## src/rtl/updn_pkg.sv

```systemverilog
// Package updn_pkg
// Holds what the counter modules share: the encoding of the direction
// input and the default width. Assumes nothing beyond IEEE 1800-2017.
package updn_pkg;

    // Level on dir_up that selects counting up; the other level counts down.
    localparam logic DIR_UP   = 1'b1;
    localparam logic DIR_DOWN = 1'b0;

    // Default counter width.
    localparam int unsigned DEF_WIDTH = 4;

    // Which source feeds the count register in a cycle.
    typedef enum logic [1:0] {
        SRC_HOLD  = 2'b00,
        SRC_STEP  = 2'b01,
        SRC_LOAD  = 2'b10,
        SRC_CLEAR = 2'b11
    } next_src_e;

endpackage

```

## src/rtl/updn_incr.sv

```systemverilog
// Module updn_incr
// Adds one to the input with a ripple chain of half adders. The constant
// one enters as the carry into bit 0. The carry out of the top bit is
// dropped, so all ones wraps to zero. Purely combinational. Assumes WIDTH >= 1.
module updn_incr #(
    parameter int unsigned WIDTH = 4
) (
    input  logic [WIDTH-1:0] val_in,
    output logic [WIDTH-1:0] val_out
);

    // carry[i] is the carry entering bit i; carry[WIDTH] is discarded.
    logic [WIDTH:0] carry;

    assign carry[0] = 1'b1;

    genvar gi;
    generate
        for (gi = 0; gi < WIDTH; gi++) begin : g_half_add
            // One half adder per bit: sum is XOR, carry is AND.
            assign val_out[gi]   = val_in[gi] ^ carry[gi];
            assign carry[gi+1]   = val_in[gi] & carry[gi];
        end
    endgenerate

    // Wrap on overflow: the carry out of the top bit has no sink.
    logic unused_carry;
    assign unused_carry = carry[WIDTH];

endmodule

```

## src/rtl/updn_decr.sv

```systemverilog
// Module updn_decr
// Subtracts one from the input by adding the all-ones pattern (the two's
// complement of one) in a ripple chain of full adders with no carry in.
// The final carry is dropped, so zero wraps to all ones. Purely
// combinational. Assumes WIDTH >= 1.
module updn_decr #(
    parameter int unsigned WIDTH = 4
) (
    input  logic [WIDTH-1:0] val_in,
    output logic [WIDTH-1:0] val_out
);

    localparam logic [WIDTH-1:0] ADDEND = {WIDTH{1'b1}};

    // carry[i] is the carry entering bit i.
    logic [WIDTH:0] carry;

    assign carry[0] = 1'b0;

    genvar gi;
    generate
        for (gi = 0; gi < WIDTH; gi++) begin : g_full_add
            // One full adder per bit with the second operand fixed to one.
            logic half_sum;
            assign half_sum      = val_in[gi] ^ ADDEND[gi];
            assign val_out[gi]   = half_sum ^ carry[gi];
            assign carry[gi+1]   = (val_in[gi] & ADDEND[gi]) | (half_sum & carry[gi]);
        end
    endgenerate

    // The carry out of the top bit is dropped on purpose (modulo arithmetic).
    logic unused_carry;
    assign unused_carry = carry[WIDTH];

endmodule

```

## src/rtl/updn_tc_detect.sv

```systemverilog
// Module updn_tc_detect
// Flags the end of the range for the selected direction: an AND of all bits
// when counting up, a NOR of all bits when counting down. Purely
// combinational, so the flag follows both the value and the direction at once.
module updn_tc_detect
    import updn_pkg::*;
#(
    parameter int unsigned WIDTH = 4
) (
    input  logic [WIDTH-1:0] val_in,
    input  logic             dir_up,
    output logic             tc
);

    logic all_ones;
    logic all_zeros;

    // Reduction detectors, one per direction.
    assign all_ones  = &val_in;
    assign all_zeros = ~(|val_in);

    // Direction picks which detector drives the flag.
    always_comb begin
        if (dir_up == DIR_UP) begin
            tc = all_ones;
        end else begin
            tc = all_zeros;
        end
    end

endmodule

```

## src/rtl/updn_counter.sv

```systemverilog
// Module updn_counter
// Top of the loadable up/down counter. Priority in each cycle is: synchronous
// reset (rst_n low), then parallel load, then one step in the selected
// direction while cnt_en is high, otherwise hold. The terminal flag is
// combinational from the register and dir_up. Assumes WIDTH >= 1 and that
// all inputs are synchronous to clk.
module updn_counter
    import updn_pkg::*;
#(
    parameter int unsigned WIDTH = DEF_WIDTH
) (
    input  logic             clk,
    input  logic             rst_n,
    input  logic             load,
    input  logic [WIDTH-1:0] din,
    input  logic             cnt_en,
    input  logic             dir_up,
    output logic [WIDTH-1:0] count,
    output logic             term
);

    localparam logic [WIDTH-1:0] ZERO = {WIDTH{1'b0}};
    localparam logic [WIDTH-1:0] ONES = {WIDTH{1'b1}};

    logic [WIDTH-1:0] cnt_q;
    logic [WIDTH-1:0] plus_one;
    logic [WIDTH-1:0] minus_one;
    logic [WIDTH-1:0] stepped;
    logic [WIDTH-1:0] cnt_d;
    next_src_e        src;

    // Incrementer path for counting up.
    updn_incr #(.WIDTH(WIDTH)) u_incr (
        .val_in  (cnt_q),
        .val_out (plus_one)
    );

    // Decrementer path for counting down.
    updn_decr #(.WIDTH(WIDTH)) u_decr (
        .val_in  (cnt_q),
        .val_out (minus_one)
    );

    // Terminal count for the direction now selected.
    updn_tc_detect #(.WIDTH(WIDTH)) u_tc (
        .val_in  (cnt_q),
        .dir_up  (dir_up),
        .tc      (term)
    );

    // Direction mux between the two arithmetic paths.
    assign stepped = (dir_up == DIR_UP) ? plus_one : minus_one;

    // Priority decode of the register source.
    always_comb begin
        if (!rst_n) begin
            src = SRC_CLEAR;
        end else if (load) begin
            src = SRC_LOAD;
        end else if (cnt_en) begin
            src = SRC_STEP;
        end else begin
            src = SRC_HOLD;
        end
    end

    // Next-value mux driven by the decoded source.
    always_comb begin
        unique case (src)
            SRC_CLEAR: cnt_d = ZERO;
            SRC_LOAD:  cnt_d = din;
            SRC_STEP:  cnt_d = stepped;
            default:   cnt_d = cnt_q;
        endcase
    end

    // Count register.
    always_ff @(posedge clk) begin
        cnt_q <= cnt_d;
    end

    assign count = cnt_q;

    // ---------------- assertions guarding the logic above ----------------

    // a low reset at an edge clears the count.
    assert_reset_clear_R1: assert property (@(posedge clk)
        !rst_n |=> (count == ZERO));

    // a load takes din, even with cnt_en high.
    assert_load_R2: assert property (@(posedge clk) disable iff (!rst_n)
        load |=> (count == $past(din)));

    // one step up, wrapping at all ones.
    assert_step_up_R4: assert property (@(posedge clk) disable iff (!rst_n)
        (!load && cnt_en && dir_up) |=> (count == WIDTH'($past(count) + 1'b1)));

    // one step down, wrapping at zero.
    assert_step_down_R5: assert property (@(posedge clk) disable iff (!rst_n)
        (!load && cnt_en && !dir_up) |=> (count == WIDTH'($past(count) - 1'b1)));

    // no load and no enable leaves the count alone.
    assert_hold_R6: assert property (@(posedge clk) disable iff (!rst_n)
        (!load && !cnt_en) |=> $stable(count));

    // while counting up, the flag is raised only at all ones.
    assert_term_up_R9: assert property (@(posedge clk) disable iff (!rst_n)
        (dir_up && term) |-> (count == ONES));

    // while counting down, the flag is raised only at zero.
    assert_term_down_R10: assert property (@(posedge clk) disable iff (!rst_n)
        (!dir_up && term) |-> (count == ZERO));

endmodule

```

## config.mk

```make
export PLATFORM = sky130hd
export DESIGN_NAME = updn_counter
export DESIGN_NICKNAME = d
export VERILOG_FILES = /design/src/rtl/updn_pkg.sv /design/src/rtl/updn_incr.sv /design/src/rtl/updn_decr.sv /design/src/rtl/updn_tc_detect.sv /design/src/rtl/updn_counter.sv
export SDC_FILE = /design/constraint.sdc
export NUM_CORES = 1
export LEC_CHECK = 0
export ABC_AREA = 1
export BUFFER_PORTS_ARGS = -buffer_cell sky130_fd_sc_hd__buf_4
export CAP_MARGIN = 20
export CORE_AREA = 2 2 39 41
export CTS_CLUSTER_SIZE = 30
export DETAILED_ROUTE_END_ITERATION = 10
export DIE_AREA = 0 0 41 43
export SYNTH_ARGS = -nofsm -noshare
export SYNTH_HDL_FRONTEND = slang
export SYNTH_SLANG_ARGS = --single-unit
```

## constraint.sdc

```tcl
create_clock -name clk -period 1.3 [get_ports clk]
set_input_delay 0.26 -clock clk [delete_from_list [all_inputs] [get_ports clk]]
set_output_delay 0.26 -clock clk [all_outputs]
set_load 0.005 [all_outputs]
```

==> flow_summary.json, run 1 <==
{
  "min_to": "count[1]",
  "p_sw_mw": 0.130,
  "die_x_um": 41,
  "synth_cells": 50,
  "clk_latency_ns": 0.23,
  "reg2regPathDepth": 5,
  "num_rows": 14,
  "dr.pass1.iters": 4,
  "grt_use_total_pct": 11.6,
  "setup_violations": 3,
  "grt_pass1_vias": 348,
  "clk_pin_slew_ns": 0.03,
  "cp.arrival_ns": 1.12,
  "io_pins": 14,
  "status": "finished with violations",
  "maxCapViolCount": 0,
  "yosys_warnings": 0,
  "grt_first_pass_wirelength_um": 1320,
  "min_period_over_period_pct": 106,
  "core-area_um2": 1380,
  "dp_hpwl_um": 653,
  "hold_viol": 0,
  "die_h_um": 43,
  "grt_overflow": 0,
  "drc": 0,
  "synthToLayoutAreaGrowth_pct": 55.5,
  "max_slew_margin_pct": 84.2,
  "r2r-start": "count[1]",
  "setup_ws_ns": -0.0783,
  "synth_commonest_cells": "13 x nand2_1, 8 x inv_1, 5 x ha_1",
  "cts_root_buffer": "clkbuf_4",
  "seq_area_frac_synth_pct": 32.1,
  "hold_depth": 3,
  "synth_ff_type": "edfxtp_1",
  "vdd_drop_max_mv": 0.340,
  "power_mw": 0.479,
  "cts_htree_levels": 1,
  "drive_gt1_share_pct": 45.2,
  "netlist.area_leader.share_pct": 32.1,
  "crit_path_end_kind": "output port",
  "internal_power_mw": 0.349,
  "async_reset_ff_share_pct": 0,
  "p_leak_nw": 0.296,
  "final_cell_area_um2": 582,
  "finalMaxSlewViolations": 0,
  "num_antenna_cells": 0,
  "wl_per_cell_um": 8.56,
  "cp_slowest_cell": "edfxtp_1",
  "reg2reg_slack_ns": -0.06,
  "grt_start_max_net_pins": 6,
  "failed_checks": "negative setup slack",
  "synth.most_common_cell": "nand2_1",
  "vias": 376,
  "hp-class": "primary input to flip-flop",
  "timing.fmax_mhz": 726,
  "yosysUniqueCellTypes": 14,
  "yosys-top-cells-area": "edfxtp_1 32%, ha_1 17%, nand2_1 13%",
  "synth_area_um2": 374,
  "yosys.area.top_type": "edfxtp_1",
  "clock-sinks": 4,
  "dieArea_um2": 1760,
  "hp-start": "din[1]",
  "gp_congestion": 0.702,
  "grt_antenna_before_repair": 0,
  "cts_tree": "built",
  "fin_crit_ns": 1.38,
  "drt_iter0_drc": 2,
  "routed_wl_um": 762,
  "seqPwrFrac_pct": 35.0,
  "ant_nets": 0,
  "worst-setup-path-type": "flip-flop to output port",
  "tritoncts.num_buffers": 3,
  "combPwrFrac_pct": 34.2,
  "cpPeakStageDelay_ns": 0.42,
  "crit_chain": "nor2_2 > nand4_1 > o21ai_1 > buf_4",
  "p_per_area_nw_per_um2": 824,
  "cp-start-kind": "flip-flop",
  "cp.required_ns": 1.04,
  "swShare_pct": 27.1,
  "portBuffers": 13,
  "via_per_inst": 4.22,
  "clock_power_share_pct": 30.8,
  "placed_area_um2": 537,
  "synth_edf_count": 4,
  "rsz0062_at_grt": "yes",
  "syn_area_per_cell_um2": 7.48,
  "critPathMaxFanout": 4,
  "largest_reg_flops": 4,
  "start_util_pct": 27.0,
  "cts_buffer_depth": 2,
  "tightest_slew_ns": 0.237,
  "finalNetCount": 89,
  "ys_seq_elements": 4,
  "clock_skew_ns": 0.000666,
  "synth_nets": 64,
  "rr_endpoint": "count[2]"
}
==> power by group through the flow <==
stage	clock, mW	combinational, mW	sequential (mW)
5_1_grt	0.172	0.186	0.170
3_3_place_gp	0	0.151	0.168
3_5_place_dp	0	0.153	0.169
6_report	0.148	0.164	0.168
2_1_floorplan	0	0.0726	0.170
4_1_cts	0.154	0.156	0.168
==> placed cells by master, fill, tap and decap left out <==
cell       n
nand2_1   13
nand2_2    2
edfxtp_1   4
buf_6      2
nor2_2     1
nand3_1    3
inv_1      8
buf_4     18
inv_2      3
a21oi_2    2
o211ai_1   1
clkbuf_4   3
a21oi_1    3
ha_1       5
nor2_1     1
o21ai_1    1
nand3_2    2
nand4_1    1
==> worst max path at each step <==
stage                   from        to  slack, ns  depth (start not counted)
floorplan           count[0]  count[2]      -0.02                          5
global placement        load  count[0]      -0.03                          5
detailed placement  count[0]  count[3]      -0.05                          7
CTS                 count[1]      term      -0.08                          4
global route        count[1]      term      -0.15                          4
finish              count[1]      term      -0.08                          4
==> layer usage <==
| layer | track usage (%) | vias up | wire (um) |
|---|---|---|---|
| li1 | - | 208 | - |
| met1 | 14.1 | 152 | 340 |
| met2 | 15.9 | 14 | 355 |
| met3 | 4.71 | 2 | 59 |
| met4 | 8.00 | 0 | 6 |
| met5 | 0 | - | 0 |
==> cell families after synthesis <==
| family | share of synthesized area, % |
|---|---|
| flip-flops | 32.1 |
| AND/OR/NAND/NOR | 28.1 |
| buffers and inverters | 11.0 |
| adder cells (fa/ha/maj) | 16.7 |
| AO/OA/AOI/OAI | 12.0 |
==> stage by stage <==
| step | hold slack [ns] | utilization (%) | std cells | worst slack [ns] | setup TNS, ns |
|---|---|---|---|---|---|
| final | 0.382 | 42.0 | 89 | -0.0783 | -0.153 |
| after global routing | 0.399 | 42.0 | 89 | -0.151 | -0.444 |
| after CTS | 0.377 | 41.0 | 88 | -0.0765 | -0.150 |
| after detailed placement | 0.619 | 38.8 | 85 | -0.0533 | -0.136 |
| after global placement | 0.623 | 38.8 | 85 | -0.0292 | -0.0729 |
| after floorplan | 0.520 | - | 50 | -0.0178 | -0.0178 |
==> what timing repair did <==
item,in CTS,in global routing
hold endpoints to repair,0,0
endpoints found under the setup margin,3,3
hold buffers,0,0
pin swaps,3,0
resized for setup,2,2
setup buffers,0,1
==> critical path, delay by kind of cell, from the launching register on <==
family,cells,cell delay [ns]
AO/OA/AOI/OAI,1,0.09
buffers and inverters,1,0.12
flip-flops,1,0.42
AND/OR/NAND/NOR,2,0.25
==> cell type report <==
class                      instances  area [um2]
timing repair buffer              20         158
multi-input combinational         35         220
inverter                          11        41.3
tap                               16        20.0
fill                             140         802
clock buffer                       3        22.5
sequential                         4         120
Power figures use the tool's default switching activity.
==> inputs of run 2 (changes only) <==
==> constraint.sdc (replaced) <==
create_clock -name clk -period 1.2 [get_ports clk]
set_input_delay 0.24 -clock clk [delete_from_list [all_inputs] [get_ports clk]]
set_output_delay 0.24 -clock clk [all_outputs]
set_load 0.005 [all_outputs]
==> run 2 against run 1 <==
  * The run still ends with negative setup slack left
  * Core utilization is 2.7 points higher
  * First-iteration DRC count decreased by 100%
  * Non-clock buffer count is 3 higher
  * Sequential cell count is the same
  * Total power up 16%
  * Hold slack worse by 0.025 ns
  * Clock-buffer cell count unchanged
  * Combinational power up 27%
  * Global-route usage up 0.47 points
  * Highest routed layer is now met3
==> flow_summary.json, run 2 (synthesized netlist as in run 1, its figures left out) <==
{
  "p_leak_nw": 0.310,
  "setup_violations": 5,
  "vdd_drop_max_mv": 0.419,
  "reg2regPathDepth": 5,
  "dp.cells": 87,
  "status": "finished with violations",
  "clock_power_share_pct": 30.0,
  "cp_slowest_cell": "edfxtp_1",
  "core-area_um2": 1380,
  "timing.fmax_mhz": 699,
  "cpPeakStageDelay_ns": 0.41,
  "cp-start-kind": "flip-flop",
  "ant_nets": 0,
  "grt_first_pass_wirelength_um": 1380,
  "ctsHoldBuffers": 0,
  "critPathMaxFanout": 3,
  "die_x_um": 41,
  "die_h_um": 43,
  "wl_per_cell_um": 8.77,
  "clock_skew_ns": 0.000390,
  "crit_chain": "nor2_2 > buf_4 > nand4_1 > o21ai_1 > buf_4",
  "finalNetCount": 92,
  "cts_root_buffer": "clkbuf_4",
  "crit_path_end_kind": "output port",
  "portBuffers": 13,
  "layout.cells.most_common_list": "21 x buf_4, 12 x nand2_1, 6 x inv_1, 5 x inv_2",
  "clk_pin_slew_ns": 0.04,
  "finalMaxSlewViolations": 0,
  "cp.arrival_ns": 1.19,
  "failed_checks": "negative setup slack",
  "tritoncts.num_buffers": 3,
  "maxCapViolCount": 0,
  "setup_ws_ns": -0.230,
  "instances_no_fill": 92,
  "hold_viol": 0,
  "seqPwrFrac_pct": 32.5,
  "synthToLayoutAreaGrowth_pct": 65.6,
  "grt_start_max_net_pins": 6,
  "fin_crit_ns": 1.43,
  "cts_buffer_depth": 2,
  "rsz0062_at_grt": "yes",
  "swShare_pct": 27.9,
  "min_period_over_period_pct": 119,
  "p_per_area_nw_per_um2": 896,
  "hp-class": "primary input to flip-flop",
  "cts_htree_levels": 1,
  "drive_gt1_share_pct": 52.6,
  "rr_endpoint": "count[2]",
  "num_antenna_cells": 0,
  "num_rows": 14,
  "reg2reg_slack_ns": -0.15,
  "grt_pass1_vias": 348,
  "routed_wl_um": 807,
  "min_to": "count[1]",
  "fillers": 145,
  "cp.required_ns": 0.96,
  "clk_latency_ns": 0.23,
  "grt_use_total_pct": 12.1,
  "gp_congestion": 0.657,
  "via_per_inst": 4.33,
  "dieArea_um2": 1760,
  "r2r-start": "count[1]",
  "largest_reg_flops": 4,
  "grt_overflow": 0,
  "whs_ns": 0.357,
  "dp_hpwl_um": 660,
  "vias": 398,
  "drc": 0,
  "cp_common_cell": "buf_4",
  "hp-start": "din[1]",
  "worst-setup-path-type": "flip-flop to output port",
  "max_slew_margin_pct": 84.9,
  "p_sw_mw": 0.155,
  "drt_iter0_drc": 0,
  "cts_tree": "built",
  "internal_power_mw": 0.400,
  "clock-sinks": 4,
  "final_common_cell": "buf_4",
  "io_pins": 14,
  "combPwrFrac_pct": 37.5,
  "tightest_slew_ns": 0.226,
  "grt_antenna_before_repair": 0,
  "hold_depth": 3,
  "dr.pass1.iters": 1,
  "start_util_pct": 27.0
}
[run 2: area by class of cell]
class / instances / area [um2] / area share, %
Sequential cell: 4 / 120 / 19.4
Clock buffer: 3 / 22.5 / 3.64
Timing Repair Buffer: 23 / 180 / 29.1
Multi-Input combinational cell: 35 / 235 / 38.0
Inverter: 11 / 41.3 / 6.67
Tap cell: 16 / 20.0 / 3.23
[run 2: routing by layer]
layer  track usage [%]  share of wire [%]  vias up
met3              4.71                8.3        0
met2              16.9                 49       13
met4              10.0                  0        0
met5                 0                  0        -
li1                  -                  -      218
met1              13.6                 42      167
[run 2: worst max-delay path by stage]
stage               end  startpoint  slack, ns
5_1_grt            term    count[0]      -0.32
6_report           term    count[0]      -0.23
3_5_place_dp   count[3]    count[1]      -0.14
3_3_place_gp   count[3]    count[1]      -0.12
4_1_cts            term    count[0]      -0.24
2_1_floorplan  count[2]    count[0]      -0.12
[run 2: critical path: cells and delay by family (launching register included)]
| family | cells | cell delay [ns] |
|---|---|---|
| DFF | 1 | 0.41 |
| buffers and inverters | 2 | 0.24 |
| and+or+nand+nor | 2 | 0.23 |
| AOI/OAI and AO/OA | 1 | 0.08 |
[run 2: repair_timing]
item                                    in CTS  in global routing
endpoints found under the setup margin       3                  6
setup buffers                                2                  1
resized for setup                            8                  1
pin swaps                                    2                  0
[run 2: power groups by stage]
stage          registers, mW  clock network, mW  logic (mW)
2_1_floorplan          0.184                  0      0.0785
3_3_place_gp           0.181                  0       0.175
3_5_place_dp           0.181                  0       0.176
4_1_cts                0.180              0.175       0.208
5_1_grt                0.182              0.182       0.231
6_report               0.181              0.166       0.208
[run 2: per-stage QoR]
step	utilization [%]	setup TNS, ns	instance area (um2)	worst slack (ns)	power, mW
3_3_place_gp	39.9	-0.509	552	-0.121	0.356
2_1_floorplan	-	-0.190	374	-0.117	0.263
6_report	44.8	-0.651	619	-0.230	0.555
5_1_grt	44.8	-1.00	619	-0.316	0.596
4_1_cts	44.8	-0.637	619	-0.240	0.563
3_5_place_dp	39.9	-0.633	552	-0.138	0.358
